[src/rtl/lic_pkg.sv]
package lic_pkg;
  localparam int NL_W = 4;

  // mask with the upper nl bits of a byte set (nl already clamped to <= 8)
  function automatic logic [7:0] top_mask(input logic [NL_W-1:0] nl);
    logic [7:0] m;
    m = 8'h00;
    for (int b = 0; b < 8; b++) begin
      if (b >= 8 - int'(nl)) m[b] = 1'b1;
    end
    return m;
  endfunction

  function automatic logic [NL_W-1:0] clamp_nl(input logic [NL_W-1:0] nl, input int impl);
    return (int'(nl) > impl) ? NL_W'(impl) : nl;
  endfunction

  function automatic logic [7:0] level_of(input logic [7:0] ctl, input logic [NL_W-1:0] nl);
    return (ctl & top_mask(nl)) | ~top_mask(nl);
  endfunction

  function automatic logic [7:0] prio_of(input logic [7:0] ctl, input logic [NL_W-1:0] nl);
    return ctl & ~top_mask(nl);
  endfunction
endpackage

[src/rtl/lic_slot.sv]
module lic_slot #(
  parameter int CTL_BITS = 4
) (
  input  logic       clk,
  input  logic       rst_n,
  input  logic       line_i,
  input  logic       wr_pend,
  input  logic       wr_en,
  input  logic       wr_attr,
  input  logic       wr_ctl,
  input  logic [7:0] wdata,
  input  logic       ack_hit,
  output logic       pend_o,
  output logic       en_o,
  output logic [2:0] attr_o,
  output logic [7:0] ctl_o,
  output logic       sync_o,
  output logic       edge_o
);
  localparam int PAD = 8 - CTL_BITS;

  logic                s1_q, s2_q, prev_q;
  logic                pend_q, en_q;
  logic [2:0]          attr_q;
  logic [CTL_BITS-1:0] ctl_q;
  logic                edge_mode, neg_sel;

  assign edge_mode = attr_q[1];
  assign neg_sel   = attr_q[2];
  assign edge_o    = edge_mode & (neg_sel ? (prev_q & ~s2_q) : (~prev_q & s2_q));

  always_ff @(posedge clk or negedge rst_n) begin
    if (!rst_n) begin
      s1_q   <= 1'b0;
      s2_q   <= 1'b0;
      prev_q <= 1'b0;
    end else begin
      s1_q   <= line_i;
      s2_q   <= s1_q;
      prev_q <= s2_q;
    end
  end

  always_ff @(posedge clk or negedge rst_n) begin
    if (!rst_n) begin
      pend_q <= 1'b0;
    end else if (!edge_mode) begin
      pend_q <= s2_q;
    end else if (edge_o) begin
      pend_q <= 1'b1;
    end else if (wr_pend) begin
      pend_q <= wdata[0];
    end else if (ack_hit) begin
      pend_q <= 1'b0;
    end
  end

  always_ff @(posedge clk or negedge rst_n) begin
    if (!rst_n) begin
      en_q   <= 1'b0;
      attr_q <= 3'b000;
      ctl_q  <= '0;
    end else begin
      if (wr_en)   en_q   <= wdata[0];
      if (wr_attr) attr_q <= wdata[2:0];
      if (wr_ctl)  ctl_q  <= wdata[7 -: CTL_BITS];
    end
  end

  generate
    if (PAD == 0) begin : g_full
      assign ctl_o = ctl_q;
    end else begin : g_pad
      assign ctl_o = {ctl_q, {PAD{1'b1}}};
    end
  endgenerate

  assign pend_o = pend_q;
  assign en_o   = en_q;
  assign attr_o = attr_q;
  assign sync_o = s2_q;
endmodule

[src/rtl/lic_arbiter.sv]
module lic_arbiter
  import lic_pkg::*;
#(
  parameter int NUM_SRC  = 8,
  parameter int ID_W     = 3,
  parameter int CTL_BITS = 4
) (
  input  logic                    clk,
  input  logic                    rst_n,
  input  logic [NUM_SRC-1:0]      req_vec,
  input  logic [NUM_SRC-1:0][7:0] ctl_vec,
  input  logic [NUM_SRC-1:0]      shv_vec,
  input  logic [NL_W-1:0]         nl_raw,
  input  logic [7:0]              thr,
  output logic                    win_found,
  output logic [7:0]              win_level,
  output logic                    irq_valid,
  output logic [ID_W-1:0]         irq_id,
  output logic [7:0]              irq_level,
  output logic                    irq_shv
);
  logic [NL_W-1:0] nl_eff;
  logic [15:0]     best_key;
  logic [ID_W-1:0] best_id;
  logic            best_shv;
  logic            fire;

  assign nl_eff = clamp_nl(nl_raw, CTL_BITS);

  always_comb begin
    logic [15:0] key_i;
    key_i     = '0;
    win_found = 1'b0;
    best_key  = '0;
    best_id   = '0;
    best_shv  = 1'b0;
    for (int i = 0; i < NUM_SRC; i++) begin
      key_i = {level_of(ctl_vec[i], nl_eff), prio_of(ctl_vec[i], nl_eff)};
      if (req_vec[i] && (!win_found || key_i >= best_key)) begin
        win_found = 1'b1;
        best_key  = key_i;
        best_id   = ID_W'(i);
        best_shv  = shv_vec[i];
      end
    end
  end

  assign win_level = best_key[15:8];
  assign fire      = win_found && (win_level > thr);

  always_ff @(posedge clk or negedge rst_n) begin
    if (!rst_n) begin
      irq_valid <= 1'b0;
      irq_id    <= '0;
      irq_level <= 8'h00;
      irq_shv   <= 1'b0;
    end else begin
      irq_valid <= fire;
      irq_id    <= fire ? best_id   : '0;
      irq_level <= fire ? win_level : 8'h00;
      irq_shv   <= fire ? best_shv  : 1'b0;
    end
  end
endmodule

[src/rtl/lvl_irq_ctrl.sv]
module lvl_irq_ctrl
  import lic_pkg::*;
#(
  parameter int NUM_SRC  = 8,
  parameter int CTL_BITS = 4,
  parameter int ADDR_W   = 12
) (
  input  logic                            clk,
  input  logic                            rst_n,
  input  logic [NUM_SRC-1:0]              src_i,
  input  logic                            bus_we,
  input  logic [ADDR_W-1:0]               bus_addr,
  input  logic [7:0]                      bus_wdata,
  output logic [7:0]                      bus_rdata,
  input  logic                            ack_valid,
  input  logic [$clog2(NUM_SRC)-1:0]      ack_id,
  output logic                            irq_valid,
  output logic [$clog2(NUM_SRC)-1:0]      irq_id,
  output logic [7:0]                      irq_level,
  output logic                            irq_shv
);
  localparam int ID_W   = $clog2(NUM_SRC);
  localparam int WORD_W = ADDR_W - 2;
  localparam int SLOT0  = 'h100 / 4;

  logic [NL_W-1:0]         cfg_nl_q;
  logic [7:0]              thr_q;
  logic [WORD_W-1:0]       word;
  logic [1:0]              fld;
  logic [NUM_SRC-1:0]      pend_vec, en_vec, req_vec, shv_vec;
  logic [NUM_SRC-1:0]      sync_vec, edge_vec, lvl_vec;
  logic [NUM_SRC-1:0][2:0] attr_vec;
  logic [NUM_SRC-1:0][7:0] ctl_vec;
  logic                    win_found;
  logic [7:0]              win_level;

  assign word = bus_addr[ADDR_W-1:2];
  assign fld  = bus_addr[1:0];

  always_ff @(posedge clk or negedge rst_n) begin
    if (!rst_n) begin
      cfg_nl_q <= '0;
      thr_q    <= 8'h00;
    end else if (bus_we) begin
      if (bus_addr == ADDR_W'(0)) cfg_nl_q <= bus_wdata[NL_W-1:0];
      if (bus_addr == ADDR_W'(8)) thr_q    <= bus_wdata;
    end
  end

  generate
    for (genvar i = 0; i < NUM_SRC; i++) begin : g_slot
      logic hit;
      assign hit = (word == WORD_W'(SLOT0 + i));
      lic_slot #(.CTL_BITS(CTL_BITS)) u_slot (
        .clk     (clk),
        .rst_n   (rst_n),
        .line_i  (src_i[i]),
        .wr_pend (bus_we && hit && fld == 2'd0),
        .wr_en   (bus_we && hit && fld == 2'd1),
        .wr_attr (bus_we && hit && fld == 2'd2),
        .wr_ctl  (bus_we && hit && fld == 2'd3),
        .wdata   (bus_wdata),
        .ack_hit (ack_valid && ack_id == ID_W'(i)),
        .pend_o  (pend_vec[i]),
        .en_o    (en_vec[i]),
        .attr_o  (attr_vec[i]),
        .ctl_o   (ctl_vec[i]),
        .sync_o  (sync_vec[i]),
        .edge_o  (edge_vec[i])
      );
      assign shv_vec[i] = attr_vec[i][0];
      assign lvl_vec[i] = ~attr_vec[i][1];
    end
  endgenerate

  assign req_vec = pend_vec & en_vec;

  always_comb begin
    bus_rdata = 8'h00;
    if (bus_addr == ADDR_W'(0)) bus_rdata = {4'h0, cfg_nl_q};
    if (bus_addr == ADDR_W'(5)) bus_rdata = {4'h0, 4'(CTL_BITS)};
    if (bus_addr == ADDR_W'(8)) bus_rdata = thr_q;
    for (int i = 0; i < NUM_SRC; i++) begin
      if (word == WORD_W'(SLOT0 + i)) begin
        case (fld)
          2'd0:    bus_rdata = {7'b0, pend_vec[i]};
          2'd1:    bus_rdata = {7'b0, en_vec[i]};
          2'd2:    bus_rdata = {5'b0, attr_vec[i]};
          default: bus_rdata = ctl_vec[i];
        endcase
      end
    end
  end

  lic_arbiter #(.NUM_SRC(NUM_SRC), .ID_W(ID_W), .CTL_BITS(CTL_BITS)) u_arb (
    .clk       (clk),
    .rst_n     (rst_n),
    .req_vec   (req_vec),
    .ctl_vec   (ctl_vec),
    .shv_vec   (shv_vec),
    .nl_raw    (cfg_nl_q),
    .thr       (thr_q),
    .win_found (win_found),
    .win_level (win_level),
    .irq_valid (irq_valid),
    .irq_id    (irq_id),
    .irq_level (irq_level),
    .irq_shv   (irq_shv)
  );
endmodule

[config.mk]
export PLATFORM = sky130hd
export DESIGN_NAME = lvl_irq_ctrl
export DESIGN_NICKNAME = d
export VERILOG_FILES = /design/src/rtl/lic_pkg.sv /design/src/rtl/lic_slot.sv /design/src/rtl/lic_arbiter.sv /design/src/rtl/lvl_irq_ctrl.sv
export SDC_FILE = /design/constraint.sdc
export NUM_CORES = 1
export LEC_CHECK = 0
export BUFFER_PORTS_ARGS = -buffer_cell sky130_fd_sc_hd__buf_2
export CAP_MARGIN = 30
export CORE_MARGIN = 3
export CORE_UTILIZATION = 40
export DETAILED_ROUTE_END_ITERATION = 16
export PLACE_DENSITY_LB_ADDON = 0.25
export RECOVER_POWER = 100
export SYNTH_ARGS = -nofsm -noshare
export SYNTH_HDL_FRONTEND = slang
export SYNTH_HIERARCHICAL = 1
export SYNTH_SLANG_ARGS = --single-unit
[constraint.sdc]
create_clock -name clk -period 27 [get_ports clk]
set_clock_uncertainty 0.15 [all_clocks]
set_input_delay 8.1 -clock clk [delete_from_list [all_inputs] [get_ports clk]]
set_output_delay 8.1 -clock clk [all_outputs]
set_load 0.05 [all_outputs]
==> metrics.md <==
| Metric | Value |
|---|---|
| Relative slew slack | `-204%` |
| Placed Instances | `1,700` |
| Max rail drop VDD | `41.8 uV` |
| Hold Vio Cnt, Final | `0` |
| Multi-input combinational cell area | `0.00754 mm^2` |
| Fin crit share | `between 80 and 90%` |
| Layout Utilization | `around 45%` |
| RePlAce Congestion | `0.973` |
| Syn. warnings | `6` |
| Grt met3 use | `3.67%` |
| Worst-margin pin slew | `approximately 4.5 ns` |
| Placed cell areas | `0.0118 mm^2` |
| First-pass detailed-route iteration total | `5` |
| Core area | `0.0273 mm^2` |
| Detail Route Antenna Nets | `0` |
| Total global-route track usage | `23.9%` |
| Leakage Power | `5.41 nW` |
| Register area | `0.00303 mm^2` |
| Clock buffer count from CTS | `17` |
| Finish-stage setup viols | `0` |
| CP bufs+invs | `8` |
| GR Util met2 | `a little under two fifths` |
| Most congested layer reported by global routing | `met2` |
| Die Span Y | `174 um` |
| Drt drc | `0` |
| H-Tree Depth | `4` |
| Max clock buf depth | `2` |
| Worst Setup Start Kind | `flip-flop` |
| Worst Path Max Fanout | `40` |
| Vias | `10,022` |
| Critical Path Sink Type | `flip-flop` |
| Resize count post-CTS | `0` |
| Wirelength, routed | `36,200 um` |
| Routing usage on met1 | `33.0%` |
| I/O Pins | `56` |
| Failing checks | `max-capacitance violations, max-slew violations` |
| Filler cells | `2,778` |
| Critical Path RT | `27.17 ns` |
| Slowest cell on crit path | `o311ai_0` |
| Grt ovf | `0` |
| Post-Synthesis Cells | `1,314` |
| Diode count | `0` |
| Clock Tree Root | `clkbuf_16` |
| Setup tns final | `0 ns` |
| Fin. max-slew vios | `165` |
| RSZ-0062 raised after global routing | `false` |
| Initial Util | `about 41%` |
| TritonCTS clock tree | `yes` |
| Critical path's top delay family | `compound AO/OA/AOI/OAI gates` |
| CTS sink count | `121` |
| Hold Crit Class | `reg -> reg` |
| Mapped cell area | `~0.011 mm^2` |
| Worst-path clk slew | `0.06 ns` |
| Die area | `0.0303 mm^2` |
| Nets | `around 1,500` |
| First DRT Iteration DRCs | `between 900 and 1,000` |
| Rows | `60` |
| Run status | `complete, but fails checks` |
| CP peak stage delay | `~3.5 ns` |
| Postcts setup bufs | `0` |
| Wire per inst | `20.9 um` |
| First-pass GRT wire length | `56,100 um` |
| Share of cells above drive strength 1 | `16.5%` |
| Die W | `174 um` |
| Design area | `0.0123 mm^2` |
| CP Class | `reg -> reg` |
| Max frequency | `45.6 MHz` |
| Initial antenna violation count | `0` |
| Via-to-Cell Ratio | `5.78` |
| I/O Buffers | `55` |
| Max-cap violations | `5` |
| Worst hold slack | `0.199 ns` |
| Largest net degree at the start of global routing | `a little under 80` |
| Crit path top cell by count | `ha_1` |
| Hpwl dp | `around 29,000 um` |
| PD cells | `~38 mW/mm^2` |
| Clk_lat worst skew | `0.43 ns` |
| Syn_area_per_cell | `8.59 um^2` |
| Cts hold-fix bufs | `0` |
| Area growth from synthesis to layout | `8.70%` |
| Non-Filler Instances | `1,733` |
| Most frequent cells in the layout | `123 x nand2_1, 123 x ha_1, 121 x dfrtp_1, 116 x nor2_1, 90 x mux2_2` |
| CP Data Arrival Time | `22.10 ns` |
| Vias in the first global route | `9,755` |
| Min Clock Period, post-route | `around 22 ns` |
flip-flops by register name (all words and copies together), names as in the netlist, 8 cells and up:
name                  flops
g_slot.u_slot/pend_o      8
u_arb/irq_level           8
g_slot.u_slot/ctl_q      32
g_slot.u_slot/s1_q        8
g_slot.u_slot/en_o        8
g_slot.u_slot/prev_q      8
g_slot.u_slot/attr_o     24
thr_q                     8
g_slot.u_slot/sync_o      8
layout make-up:
type	instances	area share, %
multi-input cells	1056	61.4
clock inverters	14	1.31
repair buffers	66	2.64
inverters	86	2.63
clock buffers	18	3.50
well taps	372	3.79
flip-flops and latches	121	24.7
final timing paths:
| check | cells after the start | endpoint | slack [ns] | from |
|---|---|---|---|---|
| hold / removal | 0 | g_slot[2].u_slot/sync_o | 0.20 | g_slot[2].u_slot/s1_q |
| setup / recovery | 72 | u_arb/irq_level[7] | 5.07 | cfg_nl_q[3] |
| setup reg to reg | 72 | u_arb/irq_level[7] | 5.07 | cfg_nl_q[3] |
| hold reg to reg | 0 | g_slot[2].u_slot/sync_o | 0.20 | g_slot[2].u_slot/s1_q |
| max in group asynchronous | 3 | g_slot[3].u_slot/attr_o[0] | 13.56 | rst_n |
| min in group asynchronous | 1 | g_slot[6].u_slot/sync_o | 8.24 | rst_n |
power breakdown:
| group | switching (mW) | total (mW) | internal (mW) |
|---|---|---|---|
| logic | 0.0314 | 0.0485 | 0.0171 |
| registers | 0.00264 | 0.188 | 0.185 |
| clock network | 0.0911 | 0.229 | 0.138 |
per-layer routing:
metal / part of all wire (%) / up-vias / wire (um)
met3: 7.0 / 84 / 2520
met1: 44 / 4784 / 16100
li1: - / 4737 / -
met2: 45 / 417 / 16300
met5: 0 / - / 0
met4: 3.8 / 0 / 1390
per-stage QoR:
step                      power [mW]  setup WS, ns
after floorplan                0.223          8.66
after global placement         0.237          8.22
after detailed placement       0.238          8.20
after CTS                      0.468          8.21
after global routing           0.484          3.54
final                          0.465          5.07
Power figures use the tool's default switching activity.
